===== src/rtl/dpcol_pkg.sv =====
// Package: shared constants, types and the flag-selection rule for the
// dual-port collision detector.
// Assumes: exactly two ports, indexed left = 0 and right = 1.
package dpcol_pkg;

    localparam int unsigned NUM_PORTS = 2;
    localparam int unsigned PORT_L    = 0;
    localparam int unsigned PORT_R    = 1;

    // Direction encoding on the *_wr inputs.
    typedef enum logic {
        DIR_READ  = 1'b0,
        DIR_WRITE = 1'b1
    } dir_e;

    // Per-port detection result for one evaluation cycle.
    //   near : flag with the short latency (same edge, or port trailing)
    //   far  : flag with the long latency (port leading by one edge)
    typedef struct packed {
        logic near;
        logic far;
    } hit_t;

    // A port is flagged when it read, or when both ports wrote.
    function automatic logic port_is_victim(input logic own_wr, input logic other_wr);
        return (own_wr == DIR_READ) || (other_wr == DIR_WRITE);
    endfunction

    // A pair of accesses conflicts only when at least one side writes.
    function automatic logic pair_conflicts(input logic wr_a, input logic wr_b);
        return (wr_a == DIR_WRITE) || (wr_b == DIR_WRITE);
    endfunction

endpackage


===== src/rtl/dpcol_sampler.sv =====
// Module: dpcol_sampler
// Captures one port's access (enable, direction, address) at each edge and
// keeps the access from the edge before, so that same-edge and one-edge-offset
// pairs can both be compared.
// Assumes: addr is the memory's internal registered address; direction and
// address are meaningful only when en is high.
module dpcol_sampler #(
    parameter int unsigned AW = 19
) (
    input  logic          clk,
    input  logic          rst_n,
    input  logic          en,
    input  logic          wr,
    input  logic [AW-1:0] addr,
    output logic          cur_en,
    output logic          cur_wr,
    output logic [AW-1:0] cur_addr,
    output logic          prv_en,
    output logic          prv_wr,
    output logic [AW-1:0] prv_addr
);

    // Stage 1: the access sampled at the most recent edge.
    always_ff @(posedge clk) begin
        if (!rst_n) begin
            cur_en   <= 1'b0;
            cur_wr   <= 1'b0;
            cur_addr <= '0;
        end else begin
            cur_en   <= en;
            cur_wr   <= wr;
            cur_addr <= addr;
        end
    end

    // Stage 2: the access sampled one edge earlier.
    always_ff @(posedge clk) begin
        if (!rst_n) begin
            prv_en   <= 1'b0;
            prv_wr   <= 1'b0;
            prv_addr <= '0;
        end else begin
            prv_en   <= cur_en;
            prv_wr   <= cur_wr;
            prv_addr <= cur_addr;
        end
    end

endmodule


===== src/rtl/dpcol_compare.sv =====
// Module: dpcol_compare
// Combinational classifier. From both ports' current and previous accesses it
// decides which port is hit, and whether that hit takes the short latency
// (same edge, or the port trails) or the long one (the port leads).
// Assumes: inputs come straight from dpcol_sampler registers.
module dpcol_compare
    import dpcol_pkg::*;
#(
    parameter int unsigned AW = 19
) (
    input  logic          l_cur_en,
    input  logic          l_cur_wr,
    input  logic [AW-1:0] l_cur_addr,
    input  logic          l_prv_en,
    input  logic          l_prv_wr,
    input  logic [AW-1:0] l_prv_addr,
    input  logic          r_cur_en,
    input  logic          r_cur_wr,
    input  logic [AW-1:0] r_cur_addr,
    input  logic          r_prv_en,
    input  logic          r_prv_wr,
    input  logic [AW-1:0] r_prv_addr,
    output hit_t          hit_l,
    output hit_t          hit_r
);

    logic same_edge;    // both ports on the newest edge
    logic l_leads;      // left one edge earlier, right on newest edge
    logic r_leads;      // right one edge earlier, left on newest edge

    // Pair qualification: both enabled, same word, at least one writer.
    always_comb begin
        same_edge = l_cur_en && r_cur_en && (l_cur_addr == r_cur_addr)
                    && pair_conflicts(l_cur_wr, r_cur_wr);
        l_leads   = l_prv_en && r_cur_en && (l_prv_addr == r_cur_addr)
                    && pair_conflicts(l_prv_wr, r_cur_wr);
        r_leads   = r_prv_en && l_cur_en && (r_prv_addr == l_cur_addr)
                    && pair_conflicts(r_prv_wr, l_cur_wr);
    end

    // Victim selection and latency class for each port.
    always_comb begin
        hit_l.near = (same_edge && port_is_victim(l_cur_wr, r_cur_wr))
                   || (r_leads  && port_is_victim(l_cur_wr, r_prv_wr));
        hit_l.far  =  l_leads   && port_is_victim(l_prv_wr, r_cur_wr);
        hit_r.near = (same_edge && port_is_victim(r_cur_wr, l_cur_wr))
                   || (l_leads  && port_is_victim(r_cur_wr, l_prv_wr));
        hit_r.far  =  r_leads   && port_is_victim(r_prv_wr, l_cur_wr);
    end

endmodule


===== src/rtl/dpcol_flagpipe.sv =====
// Module: dpcol_flagpipe
// Per-port delay line. Hits classified one cycle after the match edge are
// delayed so that the active-low flag register falls NEAR_LAT or FAR_LAT edges
// after the match edge, and stays low one cycle per hit.
// Assumes: 2 <= NEAR_LAT < FAR_LAT.
module dpcol_flagpipe
    import dpcol_pkg::*;
#(
    parameter int unsigned NEAR_LAT = 2,
    parameter int unsigned FAR_LAT  = 3
) (
    input  logic clk,
    input  logic rst_n,
    input  hit_t hit,
    output logic col_n
);

    localparam int unsigned NS = NEAR_LAT - 1;
    localparam int unsigned FS = FAR_LAT - 1;

    logic [NS-1:0] near_sh;
    logic [FS-1:0] far_sh;

    generate
        if (NS == 1) begin : g_near_one
            // Short path: single delay stage.
            always_ff @(posedge clk) begin
                if (!rst_n) near_sh <= '0;
                else        near_sh <= hit.near;
            end
        end else begin : g_near_many
            // Short path: multi-stage shift.
            always_ff @(posedge clk) begin
                if (!rst_n) near_sh <= '0;
                else        near_sh <= {near_sh[NS-2:0], hit.near};
            end
        end

        if (FS == 1) begin : g_far_one
            // Long path: single delay stage.
            always_ff @(posedge clk) begin
                if (!rst_n) far_sh <= '0;
                else        far_sh <= hit.far;
            end
        end else begin : g_far_many
            // Long path: multi-stage shift.
            always_ff @(posedge clk) begin
                if (!rst_n) far_sh <= '0;
                else        far_sh <= {far_sh[FS-2:0], hit.far};
            end
        end
    endgenerate

    // Output register: low whenever either path delivers a hit.
    always_ff @(posedge clk) begin
        if (!rst_n) col_n <= 1'b1;
        else        col_n <= ~(near_sh[NS-1] | far_sh[FS-1]);
    end

endmodule


===== src/rtl/dpcol_top.sv =====
// Module: dpcol_top
// Collision detector for a two-port synchronous memory on one clock. Samples
// each port's access, classifies same-edge and one-edge-offset conflicts, and
// drives one active-low flag per port with the matching latency.
// Assumes: *_addr are internal registered addresses; enables and directions
// are stable around the clock edge; AW >= 1.
module dpcol_top
    import dpcol_pkg::*;
#(
    parameter int unsigned AW       = 19,
    parameter int unsigned NEAR_LAT = 2,
    parameter int unsigned FAR_LAT  = 3
) (
    input  logic          clk,
    input  logic          rst_n,
    input  logic          l_en,
    input  logic          l_wr,
    input  logic [AW-1:0] l_addr,
    input  logic          r_en,
    input  logic          r_wr,
    input  logic [AW-1:0] r_addr,
    output logic          l_col_n,
    output logic          r_col_n
);

    logic [NUM_PORTS-1:0] in_en;
    logic [NUM_PORTS-1:0] in_wr;
    logic [AW-1:0]        in_addr  [NUM_PORTS];
    logic [NUM_PORTS-1:0] cur_en;
    logic [NUM_PORTS-1:0] cur_wr;
    logic [AW-1:0]        cur_addr [NUM_PORTS];
    logic [NUM_PORTS-1:0] prv_en;
    logic [NUM_PORTS-1:0] prv_wr;
    logic [AW-1:0]        prv_addr [NUM_PORTS];
    hit_t                 hit      [NUM_PORTS];
    logic [NUM_PORTS-1:0] col_n;

    // Gather the port pins into indexed form.
    always_comb begin
        in_en[PORT_L]   = l_en;
        in_wr[PORT_L]   = l_wr;
        in_addr[PORT_L] = l_addr;
        in_en[PORT_R]   = r_en;
        in_wr[PORT_R]   = r_wr;
        in_addr[PORT_R] = r_addr;
    end

    generate
        for (genvar p = 0; p < NUM_PORTS; p++) begin : g_port
            dpcol_sampler #(
                .AW (AW)
            ) u_sampler (
                .clk      (clk),
                .rst_n    (rst_n),
                .en       (in_en[p]),
                .wr       (in_wr[p]),
                .addr     (in_addr[p]),
                .cur_en   (cur_en[p]),
                .cur_wr   (cur_wr[p]),
                .cur_addr (cur_addr[p]),
                .prv_en   (prv_en[p]),
                .prv_wr   (prv_wr[p]),
                .prv_addr (prv_addr[p])
            );

            dpcol_flagpipe #(
                .NEAR_LAT (NEAR_LAT),
                .FAR_LAT  (FAR_LAT)
            ) u_flagpipe (
                .clk   (clk),
                .rst_n (rst_n),
                .hit   (hit[p]),
                .col_n (col_n[p])
            );
        end
    endgenerate

    dpcol_compare #(
        .AW (AW)
    ) u_compare (
        .l_cur_en   (cur_en[PORT_L]),
        .l_cur_wr   (cur_wr[PORT_L]),
        .l_cur_addr (cur_addr[PORT_L]),
        .l_prv_en   (prv_en[PORT_L]),
        .l_prv_wr   (prv_wr[PORT_L]),
        .l_prv_addr (prv_addr[PORT_L]),
        .r_cur_en   (cur_en[PORT_R]),
        .r_cur_wr   (cur_wr[PORT_R]),
        .r_cur_addr (cur_addr[PORT_R]),
        .r_prv_en   (prv_en[PORT_R]),
        .r_prv_wr   (prv_wr[PORT_R]),
        .r_prv_addr (prv_addr[PORT_R]),
        .hit_l      (hit[PORT_L]),
        .hit_r      (hit[PORT_R])
    );

    // Drive the flag pins from the per-port pipelines.
    always_comb begin
        l_col_n = col_n[PORT_L];
        r_col_n = col_n[PORT_R];
    end

endmodule


===== config.mk =====
export PLATFORM = sky130hd
export DESIGN_NAME = dpcol_top
export DESIGN_NICKNAME = d
export VERILOG_FILES = /design/src/rtl/dpcol_pkg.sv /design/src/rtl/dpcol_sampler.sv /design/src/rtl/dpcol_compare.sv /design/src/rtl/dpcol_flagpipe.sv /design/src/rtl/dpcol_top.sv
export SDC_FILE = /design/constraint.sdc
export NUM_CORES = 1
export LEC_CHECK = 0
export ABC_AREA = 1
export CORE_MARGIN = 5
export CORE_UTILIZATION = 59
export DETAILED_ROUTE_END_ITERATION = 16
export GPL_TIMING_DRIVEN = 0
export PLACE_DENSITY_LB_ADDON = 0.2
export SLEW_MARGIN = 20
export SYNTH_ARGS = -nofsm -noshare
export SYNTH_HDL_FRONTEND = slang
export SYNTH_SLANG_ARGS = --single-unit

===== constraint.sdc =====
create_clock -name clk -period 1.4 [get_ports clk]
set_input_delay 0.28 -clock clk [delete_from_list [all_inputs] [get_ports clk]]
set_output_delay 0.28 -clock clk [all_outputs]
set_load 0.01 [all_outputs]

==> metrics.yaml <==
die:
  ios: 46
  die-area_um2: 7760
  die_h_um: 88.1
  coreArea_um2: 5920
  die_w_um: 88.1
  initial_core_util_pct: 60.7
  core.rowCount: 28
timing:
  fin_skew_ns: 0.00607
  min_period_over_period_pct: 93.6
  relSlewSlack_pct: 81.5
  hold_violations: 0
  tightest_slew_ns: 0.277
  fin_tns_setup_ns: 0
  max_freq_mhz: 763
  slew_violations: 0
  rsz0062_at_grt: "false"
  setup_viol: 0
  fin_crit_ns: 1.31
worst_hold_path:
  hp-class: "in2reg"
  hold_start: "rst_n"
final_layout:
  final_core_util_pct: 72.9
  diodes: 0
  drive_above_1_share_pct: 5.60
  instances_no_fill: 664
  nFillCells: 498
  area_delta_synth_final_pct: 20.0
  fin_nets: 628
worst_setup_path:
  startpoint: "g_port[1].u_sampler.cur_addr[15]$_SDFF_PN0_"
  required_ns: 1.70
  start_kind: "flop"
  crit_arrival_ns: 1.61
  crit_path_max_fanout: 4
  crit_chain: "inv_1 > nand2_1 > nand2_1 > nor2_1 > nand2_1 > nor2_1 > nand4_1 > nand2_1"
  path_delay_family: "simple AND/OR/NAND/NOR gates"
  criticalPathCategory: "reg2reg"
  reg2reg_from: "g_port[1].u_sampler.cur_addr[15]$_SDFF_PN0_"
  cpMaxStageDelayCell: "dfxtp_1"
  crit_buf_inv: 1
  crit_path_frequent_cell: "nand2_1"
  cpPeakStageDelay_ns: 0.40
  endpoint_kind: "flop"
pwr:
  power_density_nw_per_um2: 1150
  intPower_w: 0.00376
  vdd_drop_max_v: 0.000951
  power_frac_seq_pct: 56.5
  combPwrFrac_pct: 10.3
  swShare_pct: 24.5
  power.switching_w: 0.00122
  leakage_nw: 2.51
  p_clk_share_pct: 33.1
routing:
  drc: 0
  finalWirelength_mm: 7.66
  drt-vias-per-instance: 4.49
  ant_nets: 0
  via_count: 2980
  drtIter0Drc: 146
  routedWlPerCell_um: 11.5
  firstDrtPassIters: 4
placed_design:
  io_buffers: 44
  placed_cells: 648
  dp_hpwl_mm: 5.75
  globalplace.congestion: 0.904
global_route:
  antenna_found_initial: 0
  grt_pass1_wl_mm: 12.0
  grt_max_degree: 15
  grt_pass1_vias: 2783
  overflow: 0
  track_usage_pct: 21.0
yosys:
  synth.avg_cell_area_um2: 6.80
  yosys.area.top_type: "dfxtp_1"
  synth_seq_cells: 92
  yosysWarnings: 0
  postSynthCellCount: 529
  muxShareOfSynthArea_pct: 0
  synth_commonest_cells: "nand2_1 (204), inv_1 (137), dfxtp_1 (92), nor2_1 (40), o21ai_0 (12)"
  synth_compound_area_share_pct: 2.64
  syn-num-nets: 573
  synthDistinctLibCells: 13
  synth_area_leaders: "dfxtp_1 (51%), nand2_1 (21%), inv_1 (14%), nor2_1 (4.2%), xnor2_1 (2.7%)"
  yosys.area_share.simple_pct: 27.1
  synth_edf_count: 0
  synth_top_family_by_area: "simple AND/OR/NAND/NOR gates"
  synthFlopType: "dfxtp_1"
  synth.most_common_cell: "nand2_1"
  synthesis.area_um2: 3600
  synth_xor_area_share_pct: 2.68
  synthAdderAreaFrac_pct: 0
  ys_seq_area_share_pct: 51.2
  synth_top_area_share_pct: 51.2
  synthArstFlopShare_pct: 0
clocking:
  cts_tree: "done"
  clk_pin_slew_ns: 0.08
  h-tree-depth: 3
  root_buffer: "clkbuf_8"
  cts_sinks: 92
  numCtsBuffers: 9
  clk_latency_ns: 0.36
  cts.path.max_buffers: 2
job:
  max_cap_viol_count: 0
outcome:
  outcome: "complete, no violations"
power groups by stage:
stage	registers, W	clock network [W]	logic (W)
detailed placement	0.00288	0	0.000512
global route	0.00283	0.00180	0.000582
CTS	0.00282	0.00168	0.000517
finish	0.00282	0.00165	0.000515
floorplan	0.00285	0	0.000302
global placement	0.00287	0	0.000495
worst paths after layout:
check                                                    to  slack, ns  cells past startpoint
setup reg to reg    g_port[0].u_flagpipe.near_sh$_SDFF_PN0_       0.09                      8
setup / recovery    g_port[0].u_flagpipe.near_sh$_SDFF_PN0_       0.09                      8
hold / removal    g_port[1].u_flagpipe.far_sh[0]$_SDFF_PN0_       0.26                      3
hold reg to reg       g_port[0].u_flagpipe.col_n$_SDFF_PN1_       0.41                      1
repair_timing:
item,in CTS,in global routing
setup endpoints to repair,2,0
resized for setup,2,0
endpoints found under the hold margin,0,0
buffers inserted,0,0
hold buffers,0,0
layout make-up:
class | count | area, um^2 | area share [%]
inverter | 143 | 537 | 12.4
clock inverter | 3 | 20.0 | 0.464
timing repair buffer | 44 | 438 | 10.1
multi-input combinational | 284 | 1160 | 27.0
buffer | 10 | 52.6 | 1.22
sequential | 92 | 1840 | 42.7
tap | 75 | 93.8 | 2.17
clock buffer | 13 | 169 | 3.91
metal layers:
metal | part of all wire (%) | GRT usage [%] | vias up
li1 | - | - | 1589
met1 | 43 | 23.3 | 1306
met2 | 50 | 37.9 | 70
met3 | 5.6 | 6.11 | 15
met4 | 1.6 | 8.10 | 0
met5 | 0 | 0 | -
registers in the layout, indices dropped and copies added (netlist names):
| signal | cells |
|---|---|
| g_port.u_sampler.prv_wr | 2 |
| g_port.u_sampler.prv_en | 2 |
| g_port.u_sampler.cur_en | 2 |
| g_port.u_flagpipe.near_sh | 2 |
| g_port.u_flagpipe.far_sh | 4 |
| g_port.u_sampler.prv_addr | 38 |
| g_port.u_flagpipe.col_n | 2 |
| g_port.u_sampler.cur_addr | 38 |
| g_port.u_sampler.cur_wr | 2 |
cell usage in the layout, fill, tap and decap left out:
cell type,n
nor2_1,40
nand2_1,204
clkinvlp_4,2
dlygate4sd2_1,2
dfxtp_1,92
buf_2,9
inv_1,137
nand3_1,4
o21ai_1,7
buf_4,1
inv_2,6
nor2_2,2
nand4_1,4
clkbuf_8,12
o21ai_0,12
clkinv_2,1
clkbuf_1,1
clkdlybuf4s50_1,42
xnor2_1,11
cells by family (layout without fill, tap and decap cells):
group,after synthesis,after routing
AOI/OAI and AO/OA,19,19
buffers and inverters,153,213
DFF,92,92
and+or+nand+nor,254,254
xor gates and xnor gates,11,11
through the flow:
stage               worst slack, ns  instance area (um^2)  hold WS [ns]  total power, W
floorplan                     0.457                  3600         0.378         0.00316
global placement              0.187                  4130         0.391         0.00337
detailed placement            0.134                  4130         0.399         0.00339
CTS                          0.0936                  4320         0.237         0.00501
global route                 0.0299                  4320         0.243         0.00521
finish                       0.0893                  4320         0.255         0.00498
worst reg2reg max path: stages, from the launching register on:
cell and delay [ns]:
dfxtp_1 0.40, inv_1 0.08, nand2_1 0.06, nand2_1 0.05, nor2_1 0.13, nand2_1 0.07
nor2_1 0.22, nand4_1 0.14, nand2_1 0.10
Note: power is estimated with default switching activity, not from simulation.
